$ cat config.mk
export PLATFORM = sky130hd
export DESIGN_NAME = otp_out_timer
export DESIGN_NICKNAME = d
export VERILOG_FILES = /design/src/rtl/otp_pkg.sv /design/src/rtl/otp_out_timer.sv
export SDC_FILE = /design/constraint.sdc
export NUM_CORES = 1
export LEC_CHECK = 0
export CAP_MARGIN = 5
export CORE_MARGIN = 2
export CORE_UTILIZATION = 42
export DETAILED_ROUTE_END_ITERATION = 7
export DONT_BUFFER_PORTS = 1
export PLACE_DENSITY = 0.59
export SLEW_MARGIN = 20
export SYNTH_ARGS = -nofsm -noshare
export SYNTH_HDL_FRONTEND = slang
export SYNTH_SLANG_ARGS = --single-unit
$ cat constraint.sdc
create_clock -name clk -period 4.25 [get_ports clk]
set_input_delay 0.6375 -clock clk [delete_from_list [all_inputs] [get_ports clk]]
set_output_delay 0.6375 -clock clk [all_outputs]
set_load 0.01 [all_outputs]
$ cat src/rtl/otp_pkg.sv
package otp_pkg;

    typedef enum logic [1:0] {
        OE_LOW  = 2'd0,
        OE_HIGH = 2'd1,
        OE_VPP  = 2'd2,
        OE_RSVD = 2'd3
    } oe_lvl_e;

    typedef enum logic [2:0] {
        M_INVALID,
        M_READ,
        M_DISABLE,
        M_STANDBY,
        M_PROG,
        M_VERIFY,
        M_INHIBIT,
        M_ID
    } otp_mode_e;

    localparam logic [7:0] ID_MFR = 8'h1E;
    localparam logic [7:0] ID_DEV = 8'h0D;

    typedef struct packed {
        logic    supply_prog;
        logic    ce_n;
        oe_lvl_e oe;
        logic    id_hv;
        logic    id_ok;
    } ctrl_t;

    function automatic otp_mode_e decode_mode(input ctrl_t c);
        otp_mode_e m;
        m = M_INVALID;
        if (c.oe == OE_RSVD) begin
            m = M_INVALID;
        end else if (!c.supply_prog) begin
            if (c.ce_n) begin
                m = (c.oe == OE_VPP) ? M_INVALID : M_STANDBY;
            end else begin
                case (c.oe)
                    OE_LOW:  m = c.id_hv ? (c.id_ok ? M_ID : M_INVALID) : M_READ;
                    OE_HIGH: m = M_DISABLE;
                    default: m = M_INVALID;
                endcase
            end
        end else if (c.id_hv) begin
            m = M_INVALID;
        end else if (c.ce_n) begin
            m = (c.oe == OE_VPP) ? M_INHIBIT : M_INVALID;
        end else begin
            case (c.oe)
                OE_LOW:  m = M_VERIFY;
                OE_VPP:  m = M_PROG;
                default: m = M_INVALID;
            endcase
        end
        return m;
    endfunction

    function automatic logic is_drive(input otp_mode_e m);
        return (m == M_READ) || (m == M_VERIFY) || (m == M_ID);
    endfunction

endpackage

$ cat src/rtl/otp_out_timer.sv
module otp_out_timer
    import otp_pkg::*;
#(
    parameter int KEY_W  = 17,
    parameter int DATA_W = 8,
    parameter int T_ACC  = 5,
    parameter int T_CE   = 5,
    parameter int T_OE   = 3,
    parameter int T_DF   = 2
) (
    input  logic              clk,
    input  logic              rst,
    input  otp_mode_e         mode,
    input  logic [KEY_W-1:0]  key,
    input  logic              ce_n,
    input  logic              oe_low,
    input  logic [DATA_W-1:0] data,
    output logic [DATA_W-1:0] dout,
    output logic              dout_en
);
    localparam int M_AC    = (T_ACC > T_CE) ? T_ACC : T_CE;
    localparam int M_OF    = (T_OE > T_DF) ? T_OE : T_DF;
    localparam int CNT_MAX = (M_AC > M_OF) ? M_AC : M_OF;
    localparam int CNT_W   = $clog2(CNT_MAX + 1);
    localparam logic [CNT_W-1:0] LIM_ACC = CNT_W'(T_ACC);
    localparam logic [CNT_W-1:0] LIM_CE  = CNT_W'(T_CE);
    localparam logic [CNT_W-1:0] LIM_OE  = CNT_W'(T_OE);
    localparam logic [CNT_W-1:0] LIM_DF  = CNT_W'(T_DF);
    localparam logic [CNT_W-1:0] LIM_MAX = CNT_W'(CNT_MAX);

    typedef struct packed {
        logic [CNT_W-1:0] addr_age;
        logic [CNT_W-1:0] ce_age;
        logic [CNT_W-1:0] oe_age;
        logic [CNT_W-1:0] idle_age;
    } ages_t;

    function automatic logic [CNT_W-1:0] bump(input logic [CNT_W-1:0] v);
        return (v >= LIM_MAX) ? v : v + 1'b1;
    endfunction

    ages_t             age_q, age_d;
    logic [KEY_W-1:0]  key_q;
    logic [DATA_W-1:0] dout_q;
    logic              en_q;
    logic              drive, ready;

    always_comb begin
        drive          = is_drive(mode);
        age_d.addr_age = (key != key_q) ? CNT_W'(1) : bump(age_q.addr_age);
        age_d.ce_age   = ce_n   ? '0 : bump(age_q.ce_age);
        age_d.oe_age   = oe_low ? bump(age_q.oe_age) : '0;
        age_d.idle_age = drive  ? '0 : bump(age_q.idle_age);
        ready = (age_d.addr_age >= LIM_ACC) && (age_d.ce_age >= LIM_CE)
             && (age_d.oe_age >= LIM_OE);
    end

    always_ff @(posedge clk) begin
        if (rst) begin
            key_q  <= '0;
            age_q  <= '0;
            dout_q <= '0;
            en_q   <= 1'b0;
        end else begin
            key_q <= key;
            age_q <= age_d;
            if (mode == M_PROG) begin
                en_q <= 1'b0;
            end else if (drive) begin
                if (ready) begin
                    en_q   <= 1'b1;
                    dout_q <= data;
                end
            end else if (age_d.idle_age >= LIM_DF) begin
                en_q <= 1'b0;
            end
        end
    end

    assign dout    = dout_q;
    assign dout_en = en_q;

endmodule

# Yosys cells after proc, flatten, opt, wreduce, memory -nomap -nowiden

Index checks and enable logic that the tools add are counted.

$add $sub $neg: 4
Magnitude comparators: 8
Eq/ne operators: 6
Mux-type cells: 11
Bitwise operators: 1
Reductions and logical operators: 8

Operator list:

| operator              | number |
|---|---|
| $mux W3               | 8 |
| $ge A3 B3 Y1 const B  | 6 |
| $ne A17 B17 Y1        | 1 |
| $add A3 B1 Y3 const B | 4 |
| $eq A3 B3 Y1 const B  | 3 |
| $ge A3 B2 Y1 const B  | 2 |
| $eq A3 B1 Y1 const B  | 1 |
| $mux W1               | 3 |
| $reduce_and A3 Y1     | 1 |
| $logic_and A1 B1 Y1   | 2 |
| $logic_or A1 B1 Y1    | 2 |
| $ne A2 B1 Y1 const B  | 1 |
| $reduce_and A2 Y1     | 1 |
| $reduce_bool A2 Y1    | 1 |
| $reduce_or A2 Y1      | 1 |
| $not A1 Y1            | 1 |

Register bits: 38
Output and inout port bits: 9

# Logic depth before layout (Yosys ltp)

Depth after elaboration: 8
Mapped depth: 8

# Worst setup path before layout

Ideal clock, no wire load.

Path kind: register -> register
From: reg age_q[6] in the netlist's numbering
To: reg dout_q[0] (netlist: dout[0])
Library setup time: 0.072 ns
Data arrival time: 2.143 ns
Data required time: 4.178 ns
Path slack: 2.035 ns
Cell stages (with the launch flop): 8
Path buffers: 1
Cells stage by stage: dfxtp_1 ha_1 nor4bb_1 or3_1 or4_1 nor4_2 buf_6 mux2i_1

Cells in the longest elaborated chain, start to end: 7

Ends and longest elaborated chain:

| item                                                 | line                | RTL |
|---|---|---|
| start, declared                                      | otp_out_timer.sv:42 | `ages_t age_q, age_d;` |
| start signal, assigned                               | otp_out_timer.sv:66 | `age_q <= age_d;` |
| $add A3 B1 Y3 / $ge A3 B3 Y1 (equally long branches) | otp_out_timer.sv:39 | `return (v >= LIM_MAX) ? v : v + 1'b1;` |
| $mux W3 (*)                                          | otp_out_timer.sv:39 |  |
| $mux W3 (*)                                          | otp_out_timer.sv:51 | `age_d.ce_age = ce_n ? '0 : bump(age_q.ce_age);` |
| $ge A3 B3 Y1 (*)                                     | otp_out_timer.sv:54 | `ready = (age_d.addr_age >= LIM_ACC) && (age_d.ce_age >= LIM_CE)` |
| $logic_and A1 B1 Y1 (*)                              | otp_out_timer.sv:54 |  |
| $logic_and A1 B1 Y1 (*)                              | otp_out_timer.sv:55 | `&& (age_d.oe_age >= LIM_OE);` |
| $reduce_and A3 Y1 (no source line) (*)               | --                  |  |
| end signal, assigned                                 | otp_out_timer.sv:72 | `dout_q <= data;` |
| end, declared                                        | otp_out_timer.sv:44 | `logic [DATA_W-1:0] dout_q;` |

Mark *: on every way between the ends. The rest lies on a longest branch, timed or not.
A chain may end at the register's enable or synchronous reset.

# Final worst setup path

From: reg age_q[6] in the netlist's numbering
To: reg dout_q[2] (netlist: dout[2])

The elaborated chain is that of the path after synthesis.

==> summary.txt <==
================================================================================
Total power                                                           0.000677 W
Half-perimeter wire length after detailed placement                      2.39 mm
Global-route wire length before repair                                   5.55 mm
DR iter-0 viols                                                               59
Dominant delay contributor by cell family on the critical path      simple AND/OR/NAND/NOR gates
Most frequently used cell type in the post-synthesis netlist        sky130_fd_sc_hd__dfxtp_1
Hold Path Class                                                           in2reg
Setup tns final                                                             0 ns
Total standard cell area after synthesis                              1780 sq um
Actual slew at the worst max-slew pin                                   0.505 ns
Maximum number of pins on one net before global-route repair                  43
Layout area overhead                                                       7.51%
Upper clock frequency limit                                              410 MHz
Result of the run                                                      completed
Design internal power                                                 0.000527 W
Max FO, Critical Path                                                          9
CTS tree                                                                   built
Crit path cell chain                                                ha_1, nor4bb_1, or3_1, or4_1, nor4_2, buf_4, mux2i_1
WP buf/inv                                                                     1
Endpoint arrival time on the critical path                               2.65 ns
Endpoint class of the critical path                                         flop
Static Leak                                                             0.753 nW
Share of synthesized flip-flops with an asynchronous set or reset             0%
Maximum single-stage delay on the critical path                          0.50 ns
Depth of the worst hold-timing path                                            1
Total setup violations reported at the end of the flow                         0
Post-CTS Resized                                                               0
Overall die area                                                      4780 sq um
Number of filler instances in the final layout                               397
Share of the cycle needed by the critical path after routing               57.4%
Start point of the worst min-delay path                                      rst
Number of enable flip-flop cells after synthesis                               0
Pwr per Cell Area                                                    353 nW/um^2
Number of antenna violations at the first check in global routing              0
Buffer type at the clock tree root                                  sky130_fd_sc_hd__clkbuf_8
Slack of the worst reg-to-reg path                                       1.81 ns
Number of placement rows                                                      23
Detail-routed via count per cell                                            5.18
DRC errors left                                                                0
Worst-Skew Late Latency                                                  0.28 ns
Total iterations of the first detailed-routing run                             4
Synthesized netlist net count                                                225
Count of nets left with antenna violations after detail routing                0
TritonCTS buffer count                                                         5
Sequential-to-total area share from yosys stat                             42.7%
Post-Route Skew                                                       0.00368 ns
Hold EP                                                             age_q[8]$_SDFF_PP0_
Total GRT Usage                                                            14.0%
Clock Tree Buf Depth                                                           2
Final Hold Viols                                                               0
Reg-to-reg endpoint                                                 dout[2]$_SDFFE_PP0P_
Routed vias                                                                 1238
Min setup slack post-route                                               1.81 ns
Slowest-stage cell, CP                                              sky130_fd_sc_hd__or4_1
Std-Cell Core Area                                                    4030 sq um
Peak supply drop                                                      0.000255 V
Nature of the critical path startpoint                                      flop
Final wirelength                                                         3.13 mm
Share of layout cells above drive strength 1                               7.94%
Synth cell types                                                              38
Flip-flop and latch count after synthesis                                     38
Gate count of the mapped netlist                                             185
Critical register-to-register path startpoint                       age_q[6]$_SDFF_PP0_
Net switching power of the design                                     0.000150 W
Switching fraction of total power                                          22.1%
Number of buffers inserted by port buffering                                   0
Worst hold margin                                                       0.424 ns
Yosys warning total                                                            0
Number of top-level pins                                                      41
Flip-flop cell with the highest count after synthesis               sky130_fd_sc_hd__dfxtp_1
Total congestion overflow                                                      0
TritonCTS sink count                                                          38
Share of total power in the clock network                                  36.7%
Type of the setup path with the least slack                              reg2reg
Pre-CTS setup slack                                                      1.82 ns
CP Data Required Time                                                    4.46 ns
Area share of the largest cell type after synthesis                        42.7%
Total setup buffers inserted after CTS                                         0
Commonest cells post-synth                                          sky130_fd_sc_hd__dfxtp_1 (38), sky130_fd_sc_hd__nor2b_1 (18), sky130_fd_sc_hd__nand2b_1 (17)
Post-cts hold buffer count                                                     0
Mean area per synthesized cell                                        9.64 sq um
Wire length per cell after detailed routing                              13.1 um
Cell type with the highest aggregate area in the netlist            sky130_fd_sc_hd__dfxtp_1
Number of levels the H-tree was split into                                     2
Layout Nets                                                                  228
Worst r2r path cells                                                           7
Logic pwr share                                                             7.6%
Sequential share of power                                                  55.7%
Maximum Capacitance Violations                                                 0
Final weighted congestion in routability-driven placement                  0.808
Unrepaired setup endpoints after global routing                               no
Ant diodes                                                                     0
Chip height                                                              69.2 um
Die Width                                                                69.2 um
Via count of the first global-routing pass                                  1256
Slew Limit Headroom                                                        66.0%
Clock transition at path regs                                            0.07 ns
Post-layout minimum cycle time                                           2.44 ns
Leading post-synthesis cells by cell area                           sky130_fd_sc_hd__dfxtp_1 (43%), sky130_fd_sc_hd__xor2_1 (6.9%), sky130_fd_sc_hd__nor2b_1 (6.3%)
Number of max-slew violations in the final report                              0
Initial core utilization                                                   44.3%
================================================================================
layout make-up:
type	count	area [sq um]	area share, %
Clock buffer	7	86.3	4.50
Clock inverter	1	5.00	0.261
Inverter	8	30.0	1.57
Multi-Input combinational cell	134	965	50.3
Sequential cell	38	761	39.7
Tap cell	50	62.6	3.26
Timing Repair Buffer	1	7.51	0.392
worst max-delay path by stage:
stage / start / endpoint / slack, ns / cells after the start
after global routing: age_q[6]$_SDFF_PP0_ / dout[2]$_SDFFE_PP0P_ / 1.66 / 7
after CTS: age_q[6]$_SDFF_PP0_ / dout[2]$_SDFFE_PP0P_ / 1.80 / 7
after detailed placement: age_q[6]$_SDFF_PP0_ / dout[2]$_SDFFE_PP0P_ / 1.82 / 7
after floorplan: age_q[6]$_SDFF_PP0_ / dout[0]$_SDFFE_PP0P_ / 2.04 / 7
after global placement: age_q[6]$_SDFF_PP0_ / dout[3]$_SDFFE_PP0P_ / 1.93 / 7
final: age_q[6]$_SDFF_PP0_ / dout[2]$_SDFFE_PP0P_ / 1.81 / 7
metrics by stage:
step | util [%] | instance area [sq um] | cells
2_1_floorplan | - | 1780 | 185
3_3_place_gp | 45.3 | 1830 | 231
3_5_place_dp | 45.3 | 1830 | 231
4_1_cts | 47.6 | 1920 | 239
5_1_grt | 47.6 | 1920 | 239
6_report | 47.6 | 1920 | 239
cells in the final DEF, fill, tap and decap left out, types with 2 or more instances in the layout:
| master | count |
|---|---|
| sky130_fd_sc_hd__inv_1 | 8 |
| sky130_fd_sc_hd__a21oi_1 | 6 |
| sky130_fd_sc_hd__ha_1 | 8 |
| sky130_fd_sc_hd__mux2i_1 | 8 |
| sky130_fd_sc_hd__xor2_1 | 14 |
| sky130_fd_sc_hd__dfxtp_1 | 38 |
| sky130_fd_sc_hd__and2b_2 | 2 |
| sky130_fd_sc_hd__nor3_1 | 4 |
| sky130_fd_sc_hd__o211ai_1 | 2 |
| sky130_fd_sc_hd__a22oi_1 | 2 |
| sky130_fd_sc_hd__nor4bb_1 | 2 |
| sky130_fd_sc_hd__xnor2_1 | 5 |
| sky130_fd_sc_hd__clkbuf_8 | 6 |
| sky130_fd_sc_hd__nand2b_1 | 17 |
| sky130_fd_sc_hd__nor4_1 | 3 |
| sky130_fd_sc_hd__nand2_1 | 3 |
| sky130_fd_sc_hd__nor2_1 | 15 |
| sky130_fd_sc_hd__nor2b_1 | 18 |
| sky130_fd_sc_hd__o21ai_0 | 8 |
registers in the layout (all words and copies together), names as in the netlist:
signal,cells
key_q,17
age_q,12
dout,8
dout_en,1
worst register-to-register path, stage by stage, from the launching register on:
cell and delay (ns):
sky130_fd_sc_hd__dfxtp_1 0.42, sky130_fd_sc_hd__ha_1 0.26, sky130_fd_sc_hd__nor4bb_1 0.08, sky130_fd_sc_hd__or3_1 0.38, sky130_fd_sc_hd__or4_1 0.50, sky130_fd_sc_hd__nor4_2 0.29, sky130_fd_sc_hd__buf_4 0.25, sky130_fd_sc_hd__mux2i_1 0.21
power groups by stage:
stage	clock network [W]	logic (W)	registers, W
4_1_cts	0.000259	0.0000526	0.000377
2_1_floorplan	0	0.0000483	0.000383
6_report	0.000248	0.0000518	0.000377
3_3_place_gp	0	0.0000491	0.000384
3_5_place_dp	0	0.0000522	0.000386
5_1_grt	0.000277	0.0000603	0.000379
logic make-up (layout without fill, tap and decap cells):
| family | Yosys count | after routing | share of synthesized area, % |
|---|---|---|---|
| compound gates | 25 | 25 | 9.33 |
| xor+xnor | 19 | 19 | 9.33 |
| fa+ha+maj | 8 | 8 | 5.61 |
| buf+inv | 13 | 17 | 3.23 |
| flops | 38 | 38 | 42.7 |
| mux | 8 | 8 | 4.49 |
| simple gates | 74 | 74 | 25.3 |
routing by layer:
layer  track usage (%)  part of all wire, %
met1              15.8                   43
met2              25.1                   50
met4              4.58                 0.93
met3              4.39                  5.7
met5                 0                    0
Power figures use the tool's default switching activity.
